$ cat src/rtl/adc_rd_pkg.sv
package adc_rd_pkg;
  localparam int WORD_W  = 16;
  localparam int NUM_CH  = 8;
  localparam int CH_W    = $clog2(NUM_CH);
  localparam int HALF_CH = NUM_CH / 2;
  localparam int HALF_W  = $clog2(HALF_CH);
  localparam int BIT_W   = $clog2(WORD_W);
  localparam int CNT_W   = $clog2(NUM_CH * WORD_W) + 1;

  typedef struct packed {
    logic              sample;
    logic              wordDone;
    logic [CH_W-1:0]   wordIdx;
    logic              drain;
    logic [HALF_W-1:0] drainIdx;
    logic              dual;
  } strobe_t;
endpackage

$ cat src/rtl/adc_rd_ctrl.sv
module adc_rd_ctrl
  import adc_rd_pkg::*;
#(
  parameter int unsigned HALF_DIV = 2
) (
  input  logic    clk,
  input  logic    rstN,
  input  logic    busyIn,
  input  logic    twoLineMode,
  input  logic    firstData,
  output logic    csN,
  output logic    sclkOut,
  output strobe_t stb
);
  localparam int DIV_W = $clog2(HALF_DIV) + 1;
  localparam logic [DIV_W-1:0] DIV_LAST = DIV_W'(HALF_DIV - 1);
  localparam logic [CNT_W-1:0] BITS_DUAL   = CNT_W'(HALF_CH * WORD_W);
  localparam logic [CNT_W-1:0] BITS_SINGLE = CNT_W'(NUM_CH * WORD_W);

  typedef enum logic [2:0] {S_IDLE, S_SETUP, S_LOW, S_HIGH, S_DRAIN} state_t;

  state_t            state;
  logic [DIV_W-1:0]  divCnt;
  logic [CNT_W-1:0]  bitCnt;
  logic [HALF_W-1:0] drainCnt;
  logic              busyQ;
  logic              dualQ;
  logic              divEnd;
  logic              sampling;
  logic              abortNow;
  logic [CNT_W-1:0]  frameBits;

  assign divEnd    = (divCnt == DIV_LAST);
  assign frameBits = dualQ ? BITS_DUAL : BITS_SINGLE;
  assign sampling  = ((state == S_SETUP) || (state == S_HIGH)) && divEnd;
  assign abortNow  = sampling && (bitCnt == '0) && !firstData;

  always_comb begin
    stb.sample   = sampling && !abortNow;
    stb.wordDone = stb.sample && (bitCnt[BIT_W-1:0] == {BIT_W{1'b1}});
    stb.wordIdx  = bitCnt[BIT_W +: CH_W];
    stb.drain    = (state == S_DRAIN);
    stb.drainIdx = drainCnt;
    stb.dual     = dualQ;
  end

  always_ff @(posedge clk) begin
    if (!rstN) begin
      state    <= S_IDLE;
      csN      <= 1'b1;
      sclkOut  <= 1'b1;
      divCnt   <= '0;
      bitCnt   <= '0;
      drainCnt <= '0;
      busyQ    <= 1'b0;
      dualQ    <= 1'b0;
    end else begin
      busyQ <= busyIn;
      unique case (state)
        S_IDLE: begin
          if (busyQ && !busyIn) begin
            state  <= S_SETUP;
            csN    <= 1'b0;
            divCnt <= '0;
            bitCnt <= '0;
            dualQ  <= twoLineMode;
          end
        end
        S_SETUP, S_HIGH: begin
          if (divEnd) begin
            divCnt <= '0;
            if (abortNow) begin
              state <= S_IDLE;
              csN   <= 1'b1;
            end else begin
              sclkOut <= 1'b0;
              bitCnt  <= bitCnt + 1'b1;
              state   <= S_LOW;
            end
          end else begin
            divCnt <= divCnt + 1'b1;
          end
        end
        S_LOW: begin
          if (divEnd) begin
            divCnt  <= '0;
            sclkOut <= 1'b1;
            if (bitCnt == frameBits) begin
              csN      <= 1'b1;
              drainCnt <= '0;
              state    <= dualQ ? S_DRAIN : S_IDLE;
            end else begin
              state <= S_HIGH;
            end
          end else begin
            divCnt <= divCnt + 1'b1;
          end
        end
        S_DRAIN: begin
          drainCnt <= drainCnt + 1'b1;
          if (drainCnt == HALF_W'(HALF_CH - 1)) state <= S_IDLE;
        end
        default: state <= S_IDLE;
      endcase
    end
  end
endmodule

$ cat src/rtl/adc_rd_dpath.sv
module adc_rd_dpath
  import adc_rd_pkg::*;
(
  input  logic              clk,
  input  logic              rstN,
  input  logic              serA,
  input  logic              serB,
  input  strobe_t           stb,
  output logic              outValid,
  output logic [WORD_W-1:0] outData,
  output logic [CH_W-1:0]   outChan
);
  logic [WORD_W-1:0] shA, shB;
  logic [WORD_W-1:0] nextA, nextB;
  logic [WORD_W-1:0] bufB [HALF_CH];

  assign nextA = {shA[WORD_W-2:0], serA};
  assign nextB = {shB[WORD_W-2:0], serB};

  always_ff @(posedge clk) begin
    if (!rstN) begin
      shA <= '0;
      shB <= '0;
    end else if (stb.sample) begin
      shA <= nextA;
      shB <= nextB;
    end
  end

  for (genvar g = 0; g < HALF_CH; g++) begin : g_bufB
    logic wrEn;
    assign wrEn = stb.wordDone && stb.dual && (stb.wordIdx[HALF_W-1:0] == HALF_W'(g));
    always_ff @(posedge clk) begin
      if (!rstN)     bufB[g] <= '0;
      else if (wrEn) bufB[g] <= nextB;
    end
  end

  always_ff @(posedge clk) begin
    if (!rstN) begin
      outValid <= 1'b0;
      outData  <= '0;
      outChan  <= '0;
    end else if (stb.wordDone) begin
      outValid <= 1'b1;
      outData  <= nextA;
      outChan  <= stb.wordIdx;
    end else if (stb.drain) begin
      outValid <= 1'b1;
      outData  <= bufB[stb.drainIdx];
      outChan  <= {1'b1, stb.drainIdx};
    end else begin
      outValid <= 1'b0;
    end
  end
endmodule

$ cat src/rtl/adc_serial_reader.sv
module adc_serial_reader
  import adc_rd_pkg::*;
#(
  parameter int unsigned HALF_DIV = 2
) (
  input  logic              clk,
  input  logic              rstN,
  input  logic              busyIn,
  input  logic              twoLineMode,
  input  logic              firstData,
  input  logic              serA,
  input  logic              serB,
  output logic              csN,
  output logic              sclkOut,
  output logic              outValid,
  output logic [WORD_W-1:0] outData,
  output logic [CH_W-1:0]   outChan
);
  strobe_t stb;

  adc_rd_ctrl #(.HALF_DIV(HALF_DIV)) u_ctrl (
    .clk(clk), .rstN(rstN), .busyIn(busyIn), .twoLineMode(twoLineMode),
    .firstData(firstData), .csN(csN), .sclkOut(sclkOut), .stb(stb)
  );

  adc_rd_dpath u_dpath (
    .clk(clk), .rstN(rstN), .serA(serA), .serB(serB), .stb(stb),
    .outValid(outValid), .outData(outData), .outChan(outChan)
  );
endmodule

$ cat config.mk
export PLATFORM = sky130hd
export DESIGN_NAME = adc_serial_reader
export DESIGN_NICKNAME = d
export VERILOG_FILES = /design/src/rtl/adc_rd_pkg.sv /design/src/rtl/adc_rd_ctrl.sv /design/src/rtl/adc_rd_dpath.sv /design/src/rtl/adc_serial_reader.sv
export SDC_FILE = /design/constraint.sdc
export NUM_CORES = 1
export LEC_CHECK = 0
export CELL_PAD_IN_SITES_DETAIL_PLACEMENT = 2
export CELL_PAD_IN_SITES_GLOBAL_PLACEMENT = 2
export CORE_MARGIN = 2
export CORE_UTILIZATION = 37
export DETAILED_ROUTE_END_ITERATION = 7
export GPL_TIMING_DRIVEN = 1
export PLACE_DENSITY_LB_ADDON = 0.1
export SLEW_MARGIN = 25
export SYNTH_ARGS = -nofsm -noshare
export SYNTH_HDL_FRONTEND = slang
export SYNTH_HIERARCHICAL = 1
export SYNTH_SLANG_ARGS = --single-unit
$ cat constraint.sdc
create_clock -name clk -period 3.5 [get_ports clk]
set_clock_uncertainty 0.1 [all_clocks]
set_input_delay 0.7 -clock clk [delete_from_list [all_inputs] [get_ports clk]]
set_output_delay 0.7 -clock clk [all_outputs]
set_load 0.01 [all_outputs]
## Word-level counts from Yosys, hierarchy flattened

Memories as Yosys holds them, arrays and structs flattened. A register that Yosys moved wholly into a read port is not among the register bits.
Cells that the tools add are included.

| operators by class | value |
|---|---|
| $add $sub $neg | 3 |
| equal/unequal tests | 18 |
| multiplexer cells | 54 |
| bitwise logic cells | 4 |
| reductions and logical operators | 33 |

Operators by type and width:

| cell | count |
|---|---|
| $mux 16 | 6 |
| $mux 8 | 4 |
| $mux 3 | 8 |
| $mux 1 | 23 |
| $pmux 8 s2 | 1 |
| $mux 2 | 7 |
| $ne 2x1->1 const B | 6 |
| $pmux 3 s4 | 1 |
| $reduce_and 4->1 | 3 |
| $logic_and 1x1->1 | 11 |
| $reduce_bool 2->1 | 5 |
| $add 8x1->8 const B | 1 |
| $eq 8x8->1 | 1 |
| $logic_not 8->1 | 1 |
| $pmux 2 s2 | 2 |
| $eq 2x2->1 const B | 3 |
| $eq 3x2->1 const B | 2 |
| $reduce_and 6->1 | 1 |
| $add 2x1->2 const B | 2 |
| $eq 2x1->1 const B | 2 |
| $eq 4x4->1 const B | 1 |
| $or 1x1->1 | 4 |
| $reduce_and 2->1 | 2 |
| $eq 3x1->1 const B | 1 |
| 12 further kinds | 14 |

| storage, ports and cells | value |
|---|---|
| flip-flop bits (word level) | 69 |
| RAM bits | 64 |
| output and inout bits | 22 |
| word-level logic and storage cells | 126 |
| memories kept | 1 |

Memory list:

| memory | words | width | read ports | clocked after memory_dff | write ports | RTL line | RTL |
|---|---|---|---|---|---|---|---|
| u_dpath.bufB | 4 | 16 | 1 | 1 | 4 | adc_rd_dpath.sv:15 | `logic [WORD_W-1:0] bufB [HALF_CH];` |

## Depth between registers and ports, before layout

Gate-level depths: netlist of run 1.

| logic depth | value |
|---|---|
| word-level depth | 14 |
| gate-level depth with buffers | 8 |

## By module

The synthesis of run 1 kept the hierarchy.

By module, submodules not included:

| module | instances | cells an instance | area each (µm²) |
|---|---|---|---|
| adc_rd_dpath | 1 | 386 | 4941.0 |
| adc_rd_ctrl | 1 | 120 | 1064.8 |

## Worst setup path before layout of run 1

No wires, ideal clock.

| timing | value |
|---|---|
| path type | flip-flop to flip-flop |
| start | reg u_ctrl.bitCnt[0] |
| end | mem u_dpath.bufB[1][0], enable pin |
| setup time | 0.411 ns |
| data arrival time | 2.837 ns |
| required time | 2.989 ns |
| slack | 0.151 ns |
| stages on the path, launching flop included | 7 |
| path buffers | 0 |
| cell sequence | dfxtp_1 inv_1 ha_1 nor4b_2 a211oi_1 nand2b_2 o21ai_0 |

RTL lines:

| element | RTL line | RTL |
|---|---|---|
| from (decl) | adc_rd_ctrl.sv:24 | `logic [CNT_W-1:0] bitCnt;` |
| from (signal assigned) | adc_rd_ctrl.sv:77 | `bitCnt <= bitCnt + 1'b1;` |
| to (decl) | adc_rd_dpath.sv:15 |  |

==> results of run 1 <==
[cells in the final DEF (no fill, tap or decap), types with 6 or more instances in the layout]
master           Yosys  final
nand2_1              9      9
clkbuf_16            0     18
o22ai_1             17     17
inv_1               20     20
nor2b_1             34     34
buf_4               13      9
o21ai_0             12      8
nand2b_1             6      6
nor2_1              11     11
o21ai_1             20     24
dfxtp_1             69     68
edfxtp_1            64     64
inv_6                0      6
and2_1              66     66
mux2i_1             63     63
o221a_1             16     16
a21oi_1              6      6
clkdlybuf4s50_1      0     27
[per-layer routing]
layer  global-route usage [%]  share of wire [%]
met2                    28.42                 45
met5                        0                  0
met1                    26.36                 51
met4                    6.159                1.3
met3                    3.704                2.9
[flip-flops by register name, summed over array words and instances, names as in the netlist]
name	count
u_ctrl/csN	1
u_dpath/outChan	3
u_ctrl/busyQ	1
u_dpath/bufB	64
u_ctrl/bitCnt	8
u_ctrl/dualQ	1
u_ctrl/divCnt	2
u_dpath/outData	16
u_dpath/shA	15
u_ctrl/drainCnt	2
u_ctrl/sclkOut	1
u_dpath/shB	15
u_ctrl/state	3
u_dpath/outValid	1
[cell families after synthesis]
kind of cell / after synthesis / synth area share, %
AOI/OAI and AO/OA: 93 / 10.88
xor gates and xnor gates: 6 / 0.8750
adders and majority gates: 3 / 0.6251
buffers and inverters: 53 / 5.396
DFF: 133 / 55.00
muxes: 63 / 10.50
and+or+nand+nor: 155 / 16.73
[layout make-up]
class	count	area, sq um	share of cell area, %
sequential	133	3307	47.60
multi-input combinational	320	2386	34.35
clock buffer	18	450.4	6.484
timing repair buffer	37	342.8	4.935
tap	216	270.3	3.890
clock inverter	14	111.4	1.603
inverter	21	78.83	1.135
[worst register-to-register path: cells and delay by family, from the launching register on]
family / cells / cell delay (ns)
compound gates: 2 / 0.95
fa+ha+maj: 1 / 0.24
simple gates: 2 / 0.47
buf+inv: 2 / 0.40
flops: 1 / 0.41
[cell usage after synthesis (all sizes together) (5+ instances only)]
| master | number |
|---|---|
| nor2b | 34 |
| xor2 | 5 |
| o22ai | 17 |
| a21oi | 7 |
| mux2i | 63 |
| a21boi | 5 |
| buf | 23 |
| nand2 | 11 |
| inv | 21 |
| clkbuf | 9 |
| and2 | 66 |
| nand2b | 8 |
| nor2 | 17 |
| o2111ai | 5 |
| dfxtp | 69 |
| edfxtp | 64 |
| o221a | 16 |
| o21ai | 32 |
[final timing paths]
check | to | cells after the start | start
min reg2reg | u_ctrl/csN$_SDFFE_PN1P_ | 1 | u_ctrl/csN$_SDFFE_PN1P_
min | u_ctrl/csN$_SDFFE_PN1P_ | 1 | u_ctrl/csN$_SDFFE_PN1P_
max reg2reg | u_dpath/bufB[1][15]$_SDFFCE_PN0P_ | 7 | u_ctrl/bitCnt[0]$_SDFFE_PN0P_
max | u_dpath/bufB[1][15]$_SDFFCE_PN0P_ | 7 | u_ctrl/bitCnt[0]$_SDFFE_PN0P_
[through the flow]
step / instances / hold slack, ns / worst slack (ns)
after detailed placement: 727 / 0.3508 / 0.3696
after floorplan: 506 / 0.3321 / 0.1514
after global placement: 727 / 0.3312 / 0.4636
after global routing: 759 / 0.3911 / 0.4640
after CTS: 759 / 0.3661 / 0.6037
final: 759 / 0.3664 / 0.6145
[power breakdown]
group          internal [mW]  leakage (nW)  switching, mW  total, mW
clock network          0.964         0.270          0.730       1.69
logic                  0.120         0.836          0.194      0.315
registers               1.69          1.16         0.0519       1.74
total                   2.77          2.27          0.976       3.75
==> run_results.csv, run 1 <==
group,metric,value,unit
worst_setup_path,max_stage_delay,0.74,ns
worst_setup_path,slowest_stage,"a211oi_1",
floorplanning,die_height,131.4,microns
power,p_per_area,539.9,nW/um^2
cts,ctsLongestPathBuffers,2,
grt,grt_pass1_vias,4283,
floorplanning,fp.dieW,131.4,microns
worst_hold_path,min_path_type,"reg -> reg",
synthesis,yosysWarnings,6,
worst_setup_path,path_class,"reg -> reg",
worst_setup_path,r2r_setup_slack,0.61,ns
cts,cts_sinks,133,
cells_and_area,fillCellCount,1646,
timing,hold_viol_final,0,
worst_setup_path,worstSetupStartpointType,"flop",
floorplanning,core-area,15890,sq um
synthesis,postSynthAreaPerCell,11.87,sq um
power,leakagePower,2.271,nW
synthesis,synth_top_area_share,32.00,%
placed_design,io_buffers,28,
timing,drv_slew,0,
timing,slew_headroom,44.14,%
cts,postCtsHoldBufs,0,
grt,grt_pass1_wl,24760,microns
cts,root_buffer,"clkbuf_16",
cts,cts_resized,0,
worst_setup_path,cp.required,3.50,ns
route,antenna_left,0,
cells_and_area,fin_util,43.73,%
synthesis,synthTopCellsByArea,"edfxtp_1 32%, dfxtp_1 23%, mux2i_1 11%, and2_1 6.9%, nor2b_1 3.5%",
timing,tightest_slew,0.8328,ns
placed_design,gp_congestion,0.7820,
cells_and_area,area_growth_syn_to_layout,15.67,%
synthesis,ys_types,53,
power,power.total,3.750,mW
timing,finalSetupViolCount,0,
power,ir_drop,0.0003412,V
synthesis,synthFlopType,"dfxtp_1",
route,wl_per_cell,19.85,microns
floorplanning,ioPinCount,29,
floorplanning,rows,46,
synthesis,syn-num-nets,516,
worst_setup_path,cp-end-kind,"flop",
job,drv_cap,0,
grt,grt-ovfl-total,0,
synthesis,syn_area,6006,sq um
synthesis,synth-seq-cells,133,
cells_and_area,fin_nets,540,
floorplanning,dieArea,17270,sq um
timing,period_share,82.44,%
worst_setup_path,crit_family,"compound AO/OA/AOI/OAI gates",
route,drc,0,
timing,tns,0,ns
synthesis,synth_area_leader_cell,"edfxtp_1",
synthesis,synthCells,506,
timing,grt_setup_unrepaired,"false",
route,drt-initial-drc-count,297,
timing,max_freq,346.6,MHz
grt,grt_start_max_net_pins,49,
cts,numCtsBuffers,17,
placed_design,dp_hpwl,10630,microns
route,vias,3926,
worst_setup_path,cp.arrival,2.89,ns
worst_setup_path,critPathBufInv,2,
worst_setup_path,cp_cell_sequence,"inv_1, ha_1, nor4b_2, a211oi_1, nand2b_2, o21ai_1, buf_4",
worst_setup_path,path_max_fanout,16,
cells_and_area,final_area,6947,sq um
cts,cts_tree,"done",
route,vias_per_cell,5.173,
synthesis,ys_seq_area_share,55.00,%
timing,period_needed,2.886,ns
cts,htree_num_levels,4,
route,drt_first_pass_iters,4,
run_status,status,"finished clean",
grt,antenna_found_initial,0,
cells_and_area,drive_above_1_share,10.87,%
synthesis,async_flop_share,0,%
synthesis,synth_edf_count,64,
cts,post-cts-setup-buffers,0,
cells_and_area,insertedDiodeCount,0,
route,totalWireLength,15070,microns
floorplanning,initial_core_util,37.81,%
cts,cts.clk_slew.worst_paths,0.06,ns
grt,grt_usage,18.57,%
placed_design,dpl_cell_area,6382,sq um
cts,clkLatencyLatePin,0.42,ns
(Power assumes the default switching activity.)
==> run 2: changes to the inputs <==
- CORE_UTILIZATION: 37 -> 40
- clock period: 3.5 -> 2.78 ns (I/O delays scaled with it)
==> run 2 against run 1 <==
Effect of this change: maximum frequency grew 17%; highest routed layer unchanged; routed wire length is 0.37% lower; sequential share of layout area fell by 0.38 points; critical path type unchanged; core utilization up 4.2 points; final cell count is 3.0% lower; combinational power is 25% higher; clock-buffer cell count grew 1.
==> run_results.csv, run 2 (same netlist as run 1, synthesis figures left out) <==
group,metric,value,unit
cts,cts_resized,0,
timing,period_share,88.44,%
worst_setup_path,cp.required,2.95,ns
worst_setup_path,cp.arrival,2.63,ns
run_status,status,"finished clean",
cells_and_area,drive_above_1_share,12.14,%
route,wl_met2,6678,microns
timing,slew_headroom,53.21,%
route,totalWireLength,15010,microns
route,vias,3889,
floorplanning,die_height,126.5,microns
cts,htree_num_levels,4,
floorplanning,rows,44,
cts,postCtsHoldBufs,0,
floorplanning,fp.dieW,126.5,microns
grt,grt_start_max_net_pins,43,
worst_hold_path,hp-start,"u_ctrl/csN$_SDFFE_PN1P_",
timing,max_freq,406.7,MHz
grt,grt_usage,20.03,%
power,ir_drop,0.0004699,V
cts,cts_tree,"done",
placed_design,placed_cells,704,
timing,drv_slew,0,
grt,grt-ovfl-total,0,
route,drt-initial-drc-count,205,
timing,tightest_slew,0.6977,ns
power,leakagePower,2.317,nW
route,antenna_left,0,
worst_setup_path,path_max_fanout,16,
timing,finalSetupViolCount,0,
floorplanning,ioPinCount,29,
route,wl_met3,402,microns
cells_and_area,layout_common_cells,"68 x dfxtp_1, 66 x and2_1, 64 x edfxtp_1, 63 x mux2i_1, 34 x nor2b_1",
placed_design,dpl_cell_area,6460,sq um
placed_design,dp_hpwl,10450,microns
job,drv_cap,0,
route,wl_per_cell,20.39,microns
cts,post-cts-setup-buffers,0,
route,drc,0,
cts,clkLatencyLatePin,0.41,ns
placed_design,place_ws,0.1064,ns
cells_and_area,insertedDiodeCount,0,
cts,cts_sinks,133,
worst_hold_path,min_path_type,"reg -> reg",
cells_and_area,finalNonFillerCells,736,
timing,hold_viol_final,0,
floorplanning,dieArea,16010,sq um
worst_setup_path,cp-end-kind,"flop",
route,route.top_layer_used,"met4",
timing,grt_setup_unrepaired,"false",
route,wl_met1,7858,microns
power,power.total,4.626,mW
cells_and_area,fillCellCount,1424,
timing,period_needed,2.459,ns
floorplanning,initial_core_util,41.17,%
cts,ctsLongestPathBuffers,2,
worst_setup_path,cp-startpoint,"u_ctrl/bitCnt[1]$_SDFFE_PN0P_",
timing,fin_hold_ws,0.3740,ns
floorplanning,core-area,14590,sq um
cells_and_area,largest_reg_flops,64,
cells_and_area,area_growth_syn_to_layout,16.52,%
cells_and_area,final_area,6998,sq um
grt,antenna_found_initial,0,
cells_and_area,reg_top3,"u_dpath/bufB (64), u_dpath/outData (16)",
route,vias_per_cell,5.284,
cells_and_area,top_register,"u_dpath/bufB",
timing,tns,0,ns
placed_design,io_buffers,28,
power,p_per_area,661.0,nW/um^2
worst_setup_path,worstSetupStartpointType,"flop",
grt,grt_pass1_vias,4235,
cells_and_area,fin_nets,549,
cts,root_buffer,"clkbuf_16",
cells_and_area,fin_util,47.97,%
worst_setup_path,worstReg2RegStart,"u_ctrl/bitCnt[1]$_SDFFE_PN0P_",
cts,numCtsBuffers,17,
grt,grt_pass1_wl,24580,microns
timing,worst_slack,0.3214,ns
cts,cts.clk_slew.worst_paths,0.06,ns
route,drt_first_pass_iters,4,
cells_and_area,mostFrequentLayoutCell,"dfxtp_1",
worst_setup_path,path_class,"reg -> reg",
placed_design,gp_congestion,0.7708,
-- run 2: changes by cell type in the layout (fill, tap and decap cells not counted), sizes merged --
cell | previous run | this run
buf | 10 | 19
clkbuf | 18 | 19
clkinv | 2 | 7
clkinvlp | 3 | 5
inv | 30 | 22
-- run 2: critical path: stages, from the launching register on --
cell	delay, ns
dfxtp_1	0.44
inv_1	0.07
ha_1	0.21
nor4b_2	0.17
a211oi_1	0.48
nand2b_2	0.16
buf_4	0.18
nor2_4	0.29
and2_1	0.21
-- run 2: final timing paths --
path,endpoint,slack [ns],cells past startpoint
setup / recovery,u_dpath/bufB[1][6]$_SDFFCE_PN0P_,0.32,8
hold / removal,u_ctrl/csN$_SDFFE_PN1P_,0.37,1
setup reg to reg,u_dpath/bufB[1][6]$_SDFFCE_PN0P_,0.32,8
hold reg to reg,u_ctrl/csN$_SDFFE_PN1P_,0.37,1
-- run 2: cell type report --
cell class                      instances  area [sq um]  area share [%]
Multi-Input combinational cell        320          2386           34.10
Clock buffer                           19         454.2           6.490
Tap cell                              184         230.2           3.290
Clock inverter                         13         83.83           1.198
Timing Repair Buffer                   46         460.4           6.580
Inverter                               21         78.83           1.126
Sequential cell                       133          3304           47.22
-- run 2: power breakdown --
part	total [mW]	switching [mW]	internal (mW)
clock	2.03	0.851	1.18
combinational	0.394	0.231	0.163
sequential	2.20	0.0682	2.13
total	4.63	1.15	3.48
-- run 2: per-layer routing --
| metal | vias to the layer above | GRT usage [%] |
|---|---|---|
| li1 | 1875 | - |
| met3 | 6 | 4.977 |
| met4 | 0 | 4.590 |
| met5 | - | 0 |
| met2 | 37 | 30.07 |
| met1 | 1971 | 29.29 |
